===== src/rtl/li_charge_ctrl.sv =====
module li_charge_ctrl #(
  parameter int TICKS_PER_MIN = 240,
  parameter int PREQ_MIN      = 33,
  parameter int FAST_MIN      = 660,
  parameter int TOPOFF_MIN    = 33,
  parameter int BLINK_HALF    = 1,
  parameter int DEGLITCH      = 4
) (
  input  logic       clk,
  input  logic       rst_n,
  input  logic       tick,
  input  logic       in_valid,
  input  logic       chg_en,
  input  logic [1:0] lim_sel,
  input  logic       bat_low_pq,
  input  logic       cv_active,
  input  logic       bat_below_rchg,
  input  logic       i_ge50,
  input  logic       i_ge20,
  input  logic       topoff_cur,
  input  logic       therm_sd,
  input  logic       sys_uv,
  output logic [2:0] mode,
  output logic [1:0] iset_sel,
  output logic [1:0] ilim_sel,
  output logic       stat_low
);

  localparam int MAXMIN = (FAST_MIN > PREQ_MIN) ?
                          ((FAST_MIN > TOPOFF_MIN) ? FAST_MIN : TOPOFF_MIN) :
                          ((PREQ_MIN > TOPOFF_MIN) ? PREQ_MIN : TOPOFF_MIN);
  localparam int PW = $clog2(TICKS_PER_MIN + 1);
  localparam int MW = $clog2(MAXMIN + 1);
  localparam int BW = $clog2(BLINK_HALF + 1);
  localparam int DW = $clog2(DEGLITCH + 1);

  typedef enum logic [2:0] {
    S_OFF = 3'd0, S_PRE = 3'd1, S_FAST = 3'd2,
    S_TOP = 3'd3, S_DONE = 3'd4, S_FLT = 3'd5
  } st_t;

  st_t st, st_nxt;

  logic [1:0]    lim_q;
  logic [DW-1:0] dg_cnt;

  always_ff @(posedge clk or negedge rst_n)
    if (!rst_n) begin
      lim_q    <= 2'b00;
      ilim_sel <= 2'b00;
      dg_cnt   <= '0;
    end else begin
      lim_q <= lim_sel;
      if (lim_sel != lim_q)            dg_cnt <= '0;
      else if (dg_cnt != DW'(DEGLITCH)) dg_cnt <= dg_cnt + 1'b1;
      if (dg_cnt == DW'(DEGLITCH))     ilim_sel <= lim_q;
    end

  logic suspend, released, run_ok, fault_clr;
  assign suspend   = (ilim_sel == 2'b11);
  assign released  = !in_valid || sys_uv || therm_sd;
  assign run_ok    = !released && chg_en && !suspend;
  assign fault_clr = !chg_en || !in_valid || suspend;

  logic          rate_full, rate_half, half_ph, advance, expired;
  logic [PW-1:0] pre_cnt;
  logic [MW-1:0] min_cnt, limit;

  always_comb begin
    rate_full = 1'b0;
    rate_half = 1'b0;
    limit     = MW'(MAXMIN);
    case (st)
      S_PRE: begin rate_full = 1'b1; limit = MW'(PREQ_MIN); end
      S_TOP: begin rate_full = 1'b1; limit = MW'(TOPOFF_MIN); end
      S_FAST: begin
        limit = MW'(FAST_MIN);
        if (cv_active || i_ge50) rate_full = 1'b1;
        else if (i_ge20)         rate_half = 1'b1;
      end
      default: ;
    endcase
  end

  assign advance = tick && (rate_full || (rate_half && half_ph));
  assign expired = (min_cnt >= limit);

  always_comb begin
    st_nxt = st;
    case (st)
      S_OFF:  if (run_ok) st_nxt = bat_low_pq ? S_PRE : S_FAST;
      S_PRE:  if (!run_ok)                     st_nxt = S_OFF;
              else if (expired)                st_nxt = S_FLT;
              else if (!bat_low_pq)            st_nxt = S_FAST;
      S_FAST: if (!run_ok)                     st_nxt = S_OFF;
              else if (expired)                st_nxt = S_FLT;
              else if (cv_active && topoff_cur) st_nxt = S_TOP;
      S_TOP:  if (!run_ok)                     st_nxt = S_OFF;
              else if (expired)                st_nxt = S_DONE;
      S_DONE: if (!run_ok)                     st_nxt = S_OFF;
              else if (bat_below_rchg)         st_nxt = S_FAST;
      S_FLT:  if (fault_clr)                   st_nxt = S_OFF;
      default:                                 st_nxt = S_OFF;
    endcase
  end

  always_ff @(posedge clk or negedge rst_n)
    if (!rst_n) st <= S_OFF;
    else        st <= st_nxt;

  always_ff @(posedge clk or negedge rst_n)
    if (!rst_n) begin
      pre_cnt <= '0;
      min_cnt <= '0;
      half_ph <= 1'b0;
    end else if (st_nxt != st) begin
      pre_cnt <= '0;
      min_cnt <= '0;
      half_ph <= 1'b0;
    end else begin
      if (tick && rate_half) half_ph <= !half_ph;
      if (advance) begin
        if (pre_cnt == PW'(TICKS_PER_MIN - 1)) begin
          pre_cnt <= '0;
          min_cnt <= min_cnt + 1'b1;
        end else begin
          pre_cnt <= pre_cnt + 1'b1;
        end
      end
    end

  logic [BW-1:0] blk_cnt;
  logic          blk_ph;

  always_ff @(posedge clk or negedge rst_n)
    if (!rst_n) begin
      blk_cnt <= '0;
      blk_ph  <= 1'b1;
    end else if (st != S_FLT) begin
      blk_cnt <= '0;
      blk_ph  <= 1'b1;
    end else if (tick) begin
      if (blk_cnt == BW'(BLINK_HALF - 1)) begin
        blk_cnt <= '0;
        blk_ph  <= !blk_ph;
      end else begin
        blk_cnt <= blk_cnt + 1'b1;
      end
    end

  assign mode     = st;
  assign iset_sel = (st == S_PRE) ? 2'd1 :
                    (st == S_FAST || st == S_TOP) ? 2'd2 : 2'd0;
  assign stat_low = !released &&
                    (st == S_PRE || st == S_FAST || (st == S_FLT && blk_ph));

endmodule



===== config.mk =====
export PLATFORM = sky130hd
export DESIGN_NAME = li_charge_ctrl
export DESIGN_NICKNAME = d
export VERILOG_FILES = /design/src/rtl/li_charge_ctrl.sv
export SDC_FILE = /design/constraint.sdc
export NUM_CORES = 1
export LEC_CHECK = 0
export BUFFER_PORTS_ARGS = -buffer_cell sky130_fd_sc_hd__buf_2
export CAP_MARGIN = 30
export CORE_UTILIZATION = 52
export DETAILED_ROUTE_END_ITERATION = 16
export GPL_TIMING_DRIVEN = 0
export HOLD_SLACK_MARGIN = 0.05
export PLACE_DENSITY = 0.75
export RECOVER_POWER = 50
export SKIP_CTS_REPAIR_TIMING = 1
export SLEW_MARGIN = 0
export SYNTH_ARGS = -nofsm -noshare
export SYNTH_HDL_FRONTEND = slang
export SYNTH_SLANG_ARGS = --single-unit

===== constraint.sdc =====
create_clock -name clk -period 2.7 [get_ports clk]
set_clock_uncertainty 0.15 [all_clocks]
set_input_delay 0.135 -clock clk [delete_from_list [all_inputs] [get_ports clk]]
set_output_delay 0.135 -clock clk [all_outputs]
set_load 0.02 [all_outputs]

==> results.ini, run 1 <==
[outcome]
outcome = finished, violations left
violations = max-capacitance violations, max-slew violations, negative setup slack

[logic_synthesis]
synth_seq_area_share = 0.3941
synth-edff-count = 0
syn_area_um2 = 1908
synth_warnings = 0
ys.flop_type = dfrtp_1
syn_area_per_cell_um2 = 8.958
synth_compound_area_frac = 0.1541
synthMuxAreaShare = 0.02361
syn_nets = 238
yosys_register_bits = 30
synth_xor_area_frac = 0.06426
synthSimpleGateAreaFrac = 0.2682
synthAdderAreaFrac = 0.06557
synth.distinct_cells = 50
synth_top_family_by_area = simple AND/OR/NAND/NOR gates
postSynthCellCount = 213
synthArstFlopShare = 1.000

[finish]
fin_nets = 291
final_core_util = 0.7608
diodes = 0
drive_above_1_share = 0.3258
instances_no_fill = 313
syn_to_final_growth_pct = 36.20
fillers = 234
design_area_um2 = 2599

[timing]
max_freq_mhz = 334.5
tns_ns = -5.116
slew_headroom = -0.09765
hold_viol_final = 0
whs_ns = 0.02093
finalWorstSetupSlack_ns = -0.2898
period_needed_ns = 2.990
finalCritPeriodShare = 1.107
finalSetupViolCount = 21
maxSlewViolCount = 31
rsz0062_at_grt = true
max_slew.worst_pin.slew_ns = 1.646

[cts]
clk_pin_slew_ns = 0.10
cts_root_buffer = clkbuf_4
worstSkewPairLatency_ns = 0.36
max-clock-path-buffers = 2
cts_made_buffers = 5
cts_tree = yes
htreeDepth = 2
cts.sinks = 30

[global_routing]
grt_max_degree = 31
first_global_vias = 1530
antenna_found_initial = 0
grt_overflow = 0
grt_pass1_wl_um = 6858
grt.total_usage = 0.2236

[setup_path]
reg2reg_from = mode[2]
worstSetupEndpointType = flip-flop
cp-start-kind = flip-flop
critPathMaxFanout = 8
endpoint = pre_cnt[2]
r2r_slack_ns = -0.29
crit_arrival_ns = 3.14
r2r-end = pre_cnt[2]
worst-endpoint-required_ns = 2.85
startpoint = mode[2]
critPathKind = flip-flop to flip-flop
reg2regPathDepth = 11

[power_and_ir_drop]
p_int_uw = 849.1
combPwrFrac = 0.135
seqPwrFrac = 0.431
vdd_drop_max_mv = 0.4426
power.leakage_nw = 1.133
p_clk_frac = 0.434
power.share.switching = 0.2495
p_per_area_nw_per_um2 = 435.3
switching_power_uw = 282.3

[die]
num_io_pins = 23
start_util = 0.5586
die_w_um = 62.58
rows = 21
core_um2 = 3416
die_height_um = 62.58
die_area_um2 = 3916

[detailed_routing]
drt_iter0_drc = 135
detail_route.wl_per_cell_um = 17.31
vias_per_cell = 5.965
vias = 1867
totalWireLength_um = 5419
drtAntennaViolNets = 0
dr.pass1.iters = 4
route.detailed.drc = 0

[placed_design]
post-dp-hpwl_um = 2852
place_area_um2 = 2111
io_buffers = 22
gp_congestion = 0.8734
place_inst = 281

[min_path]
min_path_type = input port to flip-flop

[flow_run]
maxCapViolCount = 1

[critical path, stage by stage, from the launching register on]
cell       delay, ns
dfrtp_2         0.44
buf_12          0.14
nor2_4          0.21
ha_4            0.23
or3b_4          0.39
a21oi_2         0.13
o211ai_1        0.14
buf_4           0.20
o32ai_4         0.32
o2111ai_4       0.26
buf_6           0.23
nor2_1          0.08
[worst min path at each step]
stage / endpoint / slack (ns) / from / cells past startpoint
floorplan: dg_cnt[0] / -0.31 / rst_n / 0
global placement: pre_cnt[7] / 0.07 / rst_n / 1
detailed placement: pre_cnt[6] / 0.07 / rst_n / 1
CTS: pre_cnt[6] / -0.31 / rst_n / 1
global route: mode[1] / 0.04 / in_valid / 3
finish: mode[1] / 0.02 / in_valid / 3
[routing by layer]
layer,share of wire,vias to the layer above,wire [um],GRT usage
met5,0,-,0,0
met2,0.49,73,2673,0.3410
met1,0.42,890,2279,0.3009
met3,0.052,20,283,0.04562
met4,0.034,0,182,0.1105
li1,-,884,-,-
[Yosys cell counts (all sizes together), types with 4 or more instances]
| cell type | instances | area (um2) |
|---|---|---|
| nand2 | 21 | 78.83 |
| dfrtp | 29 | 725.7 |
| xnor2 | 11 | 96.34 |
| and3 | 6 | 38.79 |
| nor2 | 27 | 101.4 |
| buf | 4 | 20.02 |
| inv | 8 | 30.03 |
| a21oi | 17 | 88.84 |
| nor3 | 9 | 45.04 |
| nor4b | 4 | 41.29 |
| mux2 | 4 | 45.04 |
| or3 | 4 | 25.02 |
| ha | 10 | 125.1 |
| nand3 | 8 | 40.04 |
| o21ai | 12 | 60.06 |
[final cells by class]
type,count,area (um2),area share
Timing Repair Buffer,46,315.3,0.1213
Tap cell,46,57.56,0.02215
Clock buffer,6,51.30,0.01974
Sequential cell,30,754.5,0.2903
Clock inverter,2,60.06,0.02311
Inverter,8,30.03,0.01156
Buffer,5,55.05,0.02118
Multi-Input combinational cell,170,1275,0.4906
[power by group through the flow]
stage | Combinational (mW) | Sequential, mW | Clock (mW)
floorplan | 0.0621 | 0.501 | 0
global placement | 0.113 | 0.495 | 0
detailed placement | 0.115 | 0.495 | 0
CTS | 0.116 | 0.486 | 0.490
global route | 0.165 | 0.490 | 0.513
finish | 0.152 | 0.488 | 0.491
[registers in the layout (all words and copies together) (netlist names)]
signal    flops
half_ph       1
ilim_sel      2
dg_cnt        3
pre_cnt       8
lim_q         2
blk_ph        1
min_cnt      10
mode          3
[metrics by stage]
step	total power [mW]	worst slack (ns)
finish	1.131	-0.2898
global route	1.169	-0.4232
CTS	1.093	-0.5480
detailed placement	0.6100	-0.5725
global placement	0.6080	-0.5389
floorplan	0.5626	-0.1023
[cell families (layout without fill, tap and decap cells)]
family	count (synthesis)	count (layout)
flops	30	30
buf+inv	14	67
xor+xnor	14	14
fa+ha+maj	10	10
simple gates	96	96
mux	4	4
compound gates	45	46
[layout by cell type (no fill, tap or decap), types with 8 or more instances in the layout]
| cell | synthesis | layout |
|---|---|---|
| dfrtp_1 | 29 | 27 |
| buf_4 | 0 | 14 |
| a21oi_1 | 16 | 11 |
| xnor2_1 | 11 | 11 |
| nor3_1 | 9 | 9 |
| nand3_1 | 8 | 8 |
| nor2_1 | 27 | 18 |
| buf_2 | 4 | 20 |
| nand2_1 | 21 | 20 |
| o21ai_0 | 12 | 12 |
Power figures use the tool's default switching activity.
==> run 2, diff against run 1 <==
- CORE_UTILIZATION: 52 -> 30
- PLACE_DENSITY: 0.75 -> not set
==> run 2 against run 1 <==
The run still ends with max-capacitance violations, max-slew violations, negative setup slack left. Via count down 5.0%. Flip-flop and latch count stayed put. Sequential share of layout area is 0.35 points lower. Sequential power hardly changed. Critical endpoint is now pre_cnt[0].
==> results.ini, run 2 (synthesized netlist as in run 1, its figures left out) <==
[die]
rows = 28  ; was 21
die_w_um = 81.75  ; was 62.58 um
num_io_pins = 23  ; unchanged
die_height_um = 81.75  ; was 62.58 um
die_area_um2 = 6683  ; was 3916 um2
start_util = 0.3167  ; was 0.5586
core_um2 = 6026  ; was 3416 um2

[setup_path]
reg2reg_from = mode[2]  ; unchanged
cp-start-kind = flip-flop  ; unchanged
critPathKind = flip-flop to flip-flop  ; unchanged
startpoint = mode[2]  ; unchanged
worstSetupEndpointType = flip-flop  ; unchanged
crit_arrival_ns = 2.96  ; was 3.14 ns
critPathMaxStageDelay_ns = 0.42  ; was 0.44 ns
cp_top_family = compound AO/OA/AOI/OAI gates  ; unchanged
crit_chain = buf_12, nor2_4, ha_4, or3b_1, a21oi_1, o211ai_1, o32ai_2, buf_4, o2111ai_4, buf_6, nor2_2  ; was buf_12, nor2_4, ha_4, or3b_4, a21oi_2, o211ai_1, buf_4, o32ai_4, o2111ai_4, buf_6, nor2_1
crit_cells = 11  ; unchanged
critPathMaxFanout = 6  ; was 8
crit_slowest_cell = dfrtp_2  ; unchanged
reg2regPathDepth = 11  ; unchanged
crit_buf_inv = 3  ; unchanged
worst-endpoint-required_ns = 2.77  ; was 2.85 ns

[finish]
fin_nets = 292  ; was 291
syn_to_final_growth_pct = 37.84  ; was 36.20%
largest-register = min_cnt  ; unchanged
regArea_um2 = 754.5  ; unchanged
largest_reg_flops = 10  ; unchanged
multi_input_area_um2 = 1247  ; was 1275 um2
design_area_um2 = 2630  ; was 2599 um2
final_cell_mix = dfrtp_1, nand2_1, buf_4  ; was dfrtp_1, buf_2, nand2_1
drive_above_1_share = 0.3284  ; was 0.3258
fillers = 581  ; was 234
diodes = 0  ; unchanged
top_regs = min_cnt: 10 flops, pre_cnt: 8 flops  ; unchanged
final_core_util = 0.4365  ; was 0.7608
mostFrequentLayoutCell = dfrtp_1  ; unchanged

[detailed_routing]
route.detailed.drc = 0  ; unchanged
drtAntennaViolNets = 0  ; unchanged
dr.pass1.iters = 4  ; unchanged
drt_iter0_drc = 98  ; was 135
detail_route.wl_per_cell_um = 13.60  ; was 17.31 um
totalWireLength_um = 4666  ; was 5419 um
vias = 1774  ; was 1867
vias_per_cell = 5.172  ; was 5.965

[cts]
worstSkewPairLatency_ns = 0.29  ; was 0.36 ns
cts.sinks = 30  ; unchanged
cts_root_buffer = clkbuf_8  ; was clkbuf_4
htreeDepth = 2  ; unchanged
max-clock-path-buffers = 2  ; unchanged
clk_pin_slew_ns = 0.07  ; was 0.10 ns
cts_made_buffers = 5  ; unchanged
cts_tree = yes  ; unchanged

[placed_design]
place_area_um2 = 2147  ; was 2111 um2
gp_congestion = 0.7443  ; was 0.8734
io_buffers = 22  ; unchanged
post-dp-hpwl_um = 2914  ; was 2852 um

[timing]
period_needed_ns = 2.888  ; was 2.990 ns
max_slew.worst_pin.slew_ns = 1.665  ; was 1.646 ns
slew_headroom = -0.1103  ; was -0.09765
finalCritPeriodShare = 1.070  ; was 1.107
rsz0062_at_grt = true  ; unchanged
maxSlewViolCount = 31  ; unchanged
finalSetupViolCount = 21  ; unchanged
finalWorstSetupSlack_ns = -0.1878  ; was -0.2898 ns
hold_viol_final = 0  ; unchanged
max_freq_mhz = 346.3  ; was 334.5 MHz

[min_path]
holdCritStartpoint = chg_en  ; was in_valid
min_path_type = input port to flip-flop  ; unchanged
holdPathStages = 3  ; unchanged

[outcome]
outcome = finished, violations left  ; unchanged
violations = max-capacitance violations, max-slew violations, negative setup slack  ; unchanged

[global_routing]
grt_max_degree = 31  ; unchanged
grt_overflow = 0  ; unchanged
grt.total_usage = 0.1281  ; was 0.2236
first_global_vias = 1402  ; was 1530
grt_pass1_wl_um = 6610  ; was 6858 um
antenna_found_initial = 0  ; unchanged

[power_and_ir_drop]
power.leakage_nw = 1.124  ; was 1.133 nW
vdd_drop_max_mv = 0.3028  ; was 0.4426 mV
p_per_area_nw_per_um2 = 458.9  ; was 435.3 nW/um2

[flow_run]
maxCapViolCount = 1  ; unchanged

run 2: through the flow:
stage	cells	power [mW]	TNS (ns)	hold WS, ns	setup WS [ns]
2_1_floorplan	213	0.5626	-1.131	-0.3106	-0.1023
3_3_place_gp	310	0.6083	-9.517	0.07415	-0.5459
3_5_place_dp	310	0.6102	-9.740	0.07241	-0.5657
4_1_cts	318	1.195	-10.10	-0.2353	-0.5832
5_1_grt	343	1.255	-5.661	0.07658	-0.3141
6_report	343	1.207	-3.362	0.05917	-0.1878
run 2: cell type report:
type                       count  share of cell area
sequential                    30              0.2869
clock buffer                   6             0.03140
inverter                       8             0.01142
buffer                         5             0.02093
tap                           75             0.03568
multi-input combinational    170              0.4743
clock inverter                 2             0.02284
timing repair buffer          47              0.1166
run 2: worst reg2reg max path, cell delays in order, from the launching register on:
cell and delay, ns:
dfrtp_2 0.42, buf_12 0.14, nor2_4 0.23, ha_4 0.24
or3b_1 0.35, a21oi_1 0.15, o211ai_1 0.20, o32ai_2 0.30
buf_4 0.17, o2111ai_4 0.18, buf_6 0.22, nor2_2 0.08
run 2: path summary, 6_finish.rpt:
path / end / slack [ns]
worst min register to register: ilim_sel[0] / 0.38
worst max-delay path: pre_cnt[0] / -0.19
min in group asynchronous: mode[0] / 0.66
worst max register to register: pre_cnt[0] / -0.19
worst min-delay path: mode[2] / 0.06
max in group asynchronous: mode[2] / 0.66
run 2: power by group:
part / internal [mW] / switching (mW) / leakage [nW]
registers: 0.469 / 0.0174 / 0.403
clock network: 0.394 / 0.189 / 0.0714
logic: 0.0603 / 0.0778 / 0.649
run 2: routing by layer:
| metal | up-vias | wire length, um | track usage |
|---|---|---|---|
| met5 | - | 0 | 0 |
| met4 | 0 | 43 | 0.02632 |
| met2 | 39 | 2146 | 0.1876 |
| met3 | 4 | 180 | 0.03333 |
| met1 | 848 | 2295 | 0.1873 |
| li1 | 883 | - | - |
==> run 3, diff against run 2 <==
--- a/constraint.sdc
+++ b/constraint.sdc
@@ -3,3 +3,3 @@
 set_input_delay 0.135 -clock clk [delete_from_list [all_inputs] [get_ports clk]]
 set_output_delay 0.135 -clock clk [all_outputs]
-set_load 0.02 [all_outputs]
+set_load 0.1 [all_outputs]
==> run 3 against run 2 <==
The flow still finishes with violations (max-capacitance violations, max-slew violations, negative setup slack). Critical path depth down 2. Cell count fell by 3.2%. Sequential share of layout area rose by 1.8 points. Worst setup slack lost 0.066 ns.
==> results.ini, run 3 (synthesized netlist as in run 1, its figures left out) <==
[global_routing]
grt_max_degree = 31  ; unchanged
grt_pass1_wl_um = 6886  ; was 6610 um
top_usage_layer = met2  ; unchanged
grt_overflow = 0  ; unchanged
use_met1 = 0.1707  ; was 0.1873
antenna_found_initial = 0  ; unchanged
use_met2 = 0.2190  ; was 0.1876
grt.total_usage = 0.1369  ; was 0.1281
first_global_vias = 1527  ; was 1402
met3_usage = 0.03333  ; unchanged

[power_and_ir_drop]
vdd_drop_max_mv = 0.1688  ; was 0.3028 mV
p_per_area_nw_per_um2 = 419.2  ; was 458.9 nW/um2
power.leakage_nw = 1.051  ; was 1.124 nW
power.total_mw = 1.049  ; was 1.207 mW

[detailed_routing]
drtAntennaViolNets = 0  ; unchanged
vias = 1757  ; was 1774
totalWireLength_um = 4497  ; was 4666 um
detail_route.wl_per_cell_um = 13.55  ; was 13.60 um
route.detailed.drc = 0  ; unchanged
dr.pass1.iters = 4  ; unchanged
drt_iter0_drc = 99  ; was 98
vias_per_cell = 5.292  ; was 5.172

[finish]
largest-register = min_cnt  ; unchanged
diodes = 0  ; unchanged
largest_reg_flops = 10  ; unchanged
syn_to_final_growth_pct = 31.15  ; was 37.84%
mostFrequentLayoutCell = dfrtp_1  ; unchanged
fillers = 605  ; was 581
design_area_um2 = 2502  ; was 2630 um2
instances_no_fill = 332  ; was 343
fin_nets = 281  ; was 292
regArea_um2 = 763.2  ; was 754.5 um2
final_core_util = 0.4153  ; was 0.4365
multi_input_area_um2 = 1245  ; was 1247 um2
final_cell_mix = dfrtp_1, nor2_1, nand2_1  ; was dfrtp_1, nand2_1, buf_4
drive_above_1_share = 0.2996  ; was 0.3284
top_regs = min_cnt: 10 flops, pre_cnt: 8 flops  ; unchanged

[placed_design]
place_inst = 310  ; unchanged
io_buffers = 22  ; unchanged
post-dp-hpwl_um = 2987  ; was 2914 um
gp_congestion = 0.7499  ; was 0.7443
place_area_um2 = 2168  ; was 2147 um2
place_ws_ns = -0.5691  ; was -0.5657 ns

[die]
rows = 28  ; unchanged
die_area_um2 = 6683  ; unchanged
core_um2 = 6026  ; unchanged
start_util = 0.3167  ; unchanged
num_io_pins = 23  ; unchanged
die_height_um = 81.75  ; unchanged
die_w_um = 81.75  ; unchanged

[setup_path]
cp-start-kind = flip-flop  ; unchanged
crit_arrival_ns = 3.01  ; was 2.96 ns
r2r_slack_ns = -0.25  ; was -0.19 ns
critPathMaxStageDelay_ns = 0.53  ; was 0.42 ns
worstSetupEndpointType = flip-flop  ; unchanged
crit_slowest_cell = dfrtp_4  ; was dfrtp_2
worst-endpoint-required_ns = 2.76  ; was 2.77 ns
crit_chain = nor2_4, ha_4, or3b_1, a21oi_2, o211ai_1, o32ai_2, o2111ai_4, buf_6, a21oi_2  ; was buf_12, nor2_4, ha_4, or3b_1, a21oi_1, o211ai_1, o32ai_2, buf_4, o2111ai_4, buf_6, nor2_2
timing.critical_path.mode_cell = a21oi_2
r2r-end = pre_cnt[7]  ; was pre_cnt[0]
endpoint = pre_cnt[7]  ; was pre_cnt[0]
reg2reg_from = mode[2]  ; unchanged
reg2regPathDepth = 9  ; was 11
startpoint = mode[2]  ; unchanged
critPathKind = flip-flop to flip-flop  ; unchanged
critPathMaxFanout = 7  ; was 6

[timing]
finalSetupViolCount = 21  ; unchanged
rsz0062_at_grt = true  ; unchanged
max_freq_mhz = 338.5  ; was 346.3 MHz
tns_ns = -4.572  ; was -3.362 ns
whs_ns = 0.05378  ; was 0.05917 ns
maxSlewViolCount = 31  ; unchanged
period_needed_ns = 2.954  ; was 2.888 ns
finalWorstSetupSlack_ns = -0.2540  ; was -0.1878 ns
slew_headroom = -0.08010  ; was -0.1103
hold_viol_final = 0  ; unchanged
max_slew.worst_pin.slew_ns = 1.620  ; was 1.665 ns
finalCritPeriodShare = 1.094  ; was 1.070

[cts]
htreeDepth = 2  ; unchanged
cts.sinks = 30  ; unchanged
max-clock-path-buffers = 2  ; unchanged
cts_tree = yes  ; unchanged
worstSkewPairLatency_ns = 0.28  ; was 0.29 ns
cts_made_buffers = 5  ; unchanged
cts_root_buffer = clkbuf_8  ; unchanged
clk_pin_slew_ns = 0.06  ; was 0.07 ns

[outcome]
outcome = finished, violations left  ; unchanged
violations = max-capacitance violations, max-slew violations, negative setup slack  ; unchanged

[flow_run]
maxCapViolCount = 1  ; unchanged

[min_path]
min_path_type = input port to flip-flop  ; unchanged

-- run 3: worst min path at each step --
| stage | slack, ns | start | to | cells past startpoint |
|---|---|---|---|---|
| final | 0.05 | chg_en | mode[2] | 3 |
| after global routing | 0.07 | chg_en | mode[2] | 3 |
| after CTS | -0.23 | rst_n | pre_cnt[0] | 1 |
| after detailed placement | 0.07 | rst_n | pre_cnt[0] | 1 |
| after global placement | 0.07 | rst_n | pre_cnt[2] | 1 |
| after floorplan | -0.31 | rst_n | dg_cnt[0] | 0 |
-- run 3: power by group --
group | internal (mW) | switching [mW] | leakage (nW)
combinational | 0.0628 | 0.126 | 0.603
sequential | 0.469 | 0.0184 | 0.400
clock | 0.205 | 0.167 | 0.0482
-- run 3: layout make-up --
| class | count | share of cell area |
|---|---|---|
| Inverter | 8 | 0.01200 |
| Sequential cell | 30 | 0.3050 |
| Timing Repair Buffer | 39 | 0.1035 |
| Clock buffer | 7 | 0.03450 |
| Clock inverter | 1 | 0.002000 |
| Buffer | 3 | 0.008000 |
| Multi-Input combinational cell | 169 | 0.4975 |
| Tap cell | 75 | 0.03750 |
-- run 3: critical path, delay by kind of cell, from the launching register on --
kind | cells | cell delay [ns]
buffers and inverters | 1 | 0.21
AO/OA/AOI/OAI | 5 | 1.17
AND/OR/NAND/NOR | 2 | 0.60
flip-flops | 1 | 0.53
adder cells (fa/ha/maj) | 1 | 0.23
-- run 3: routing by layer --
| metal | share of wire | vias up |
|---|---|---|
| li1 | - | 858 |
| met1 | 0.47 | 864 |
| met2 | 0.48 | 28 |
| met3 | 0.028 | 7 |
| met4 | 0.022 | 0 |
| met5 | 0 | - |
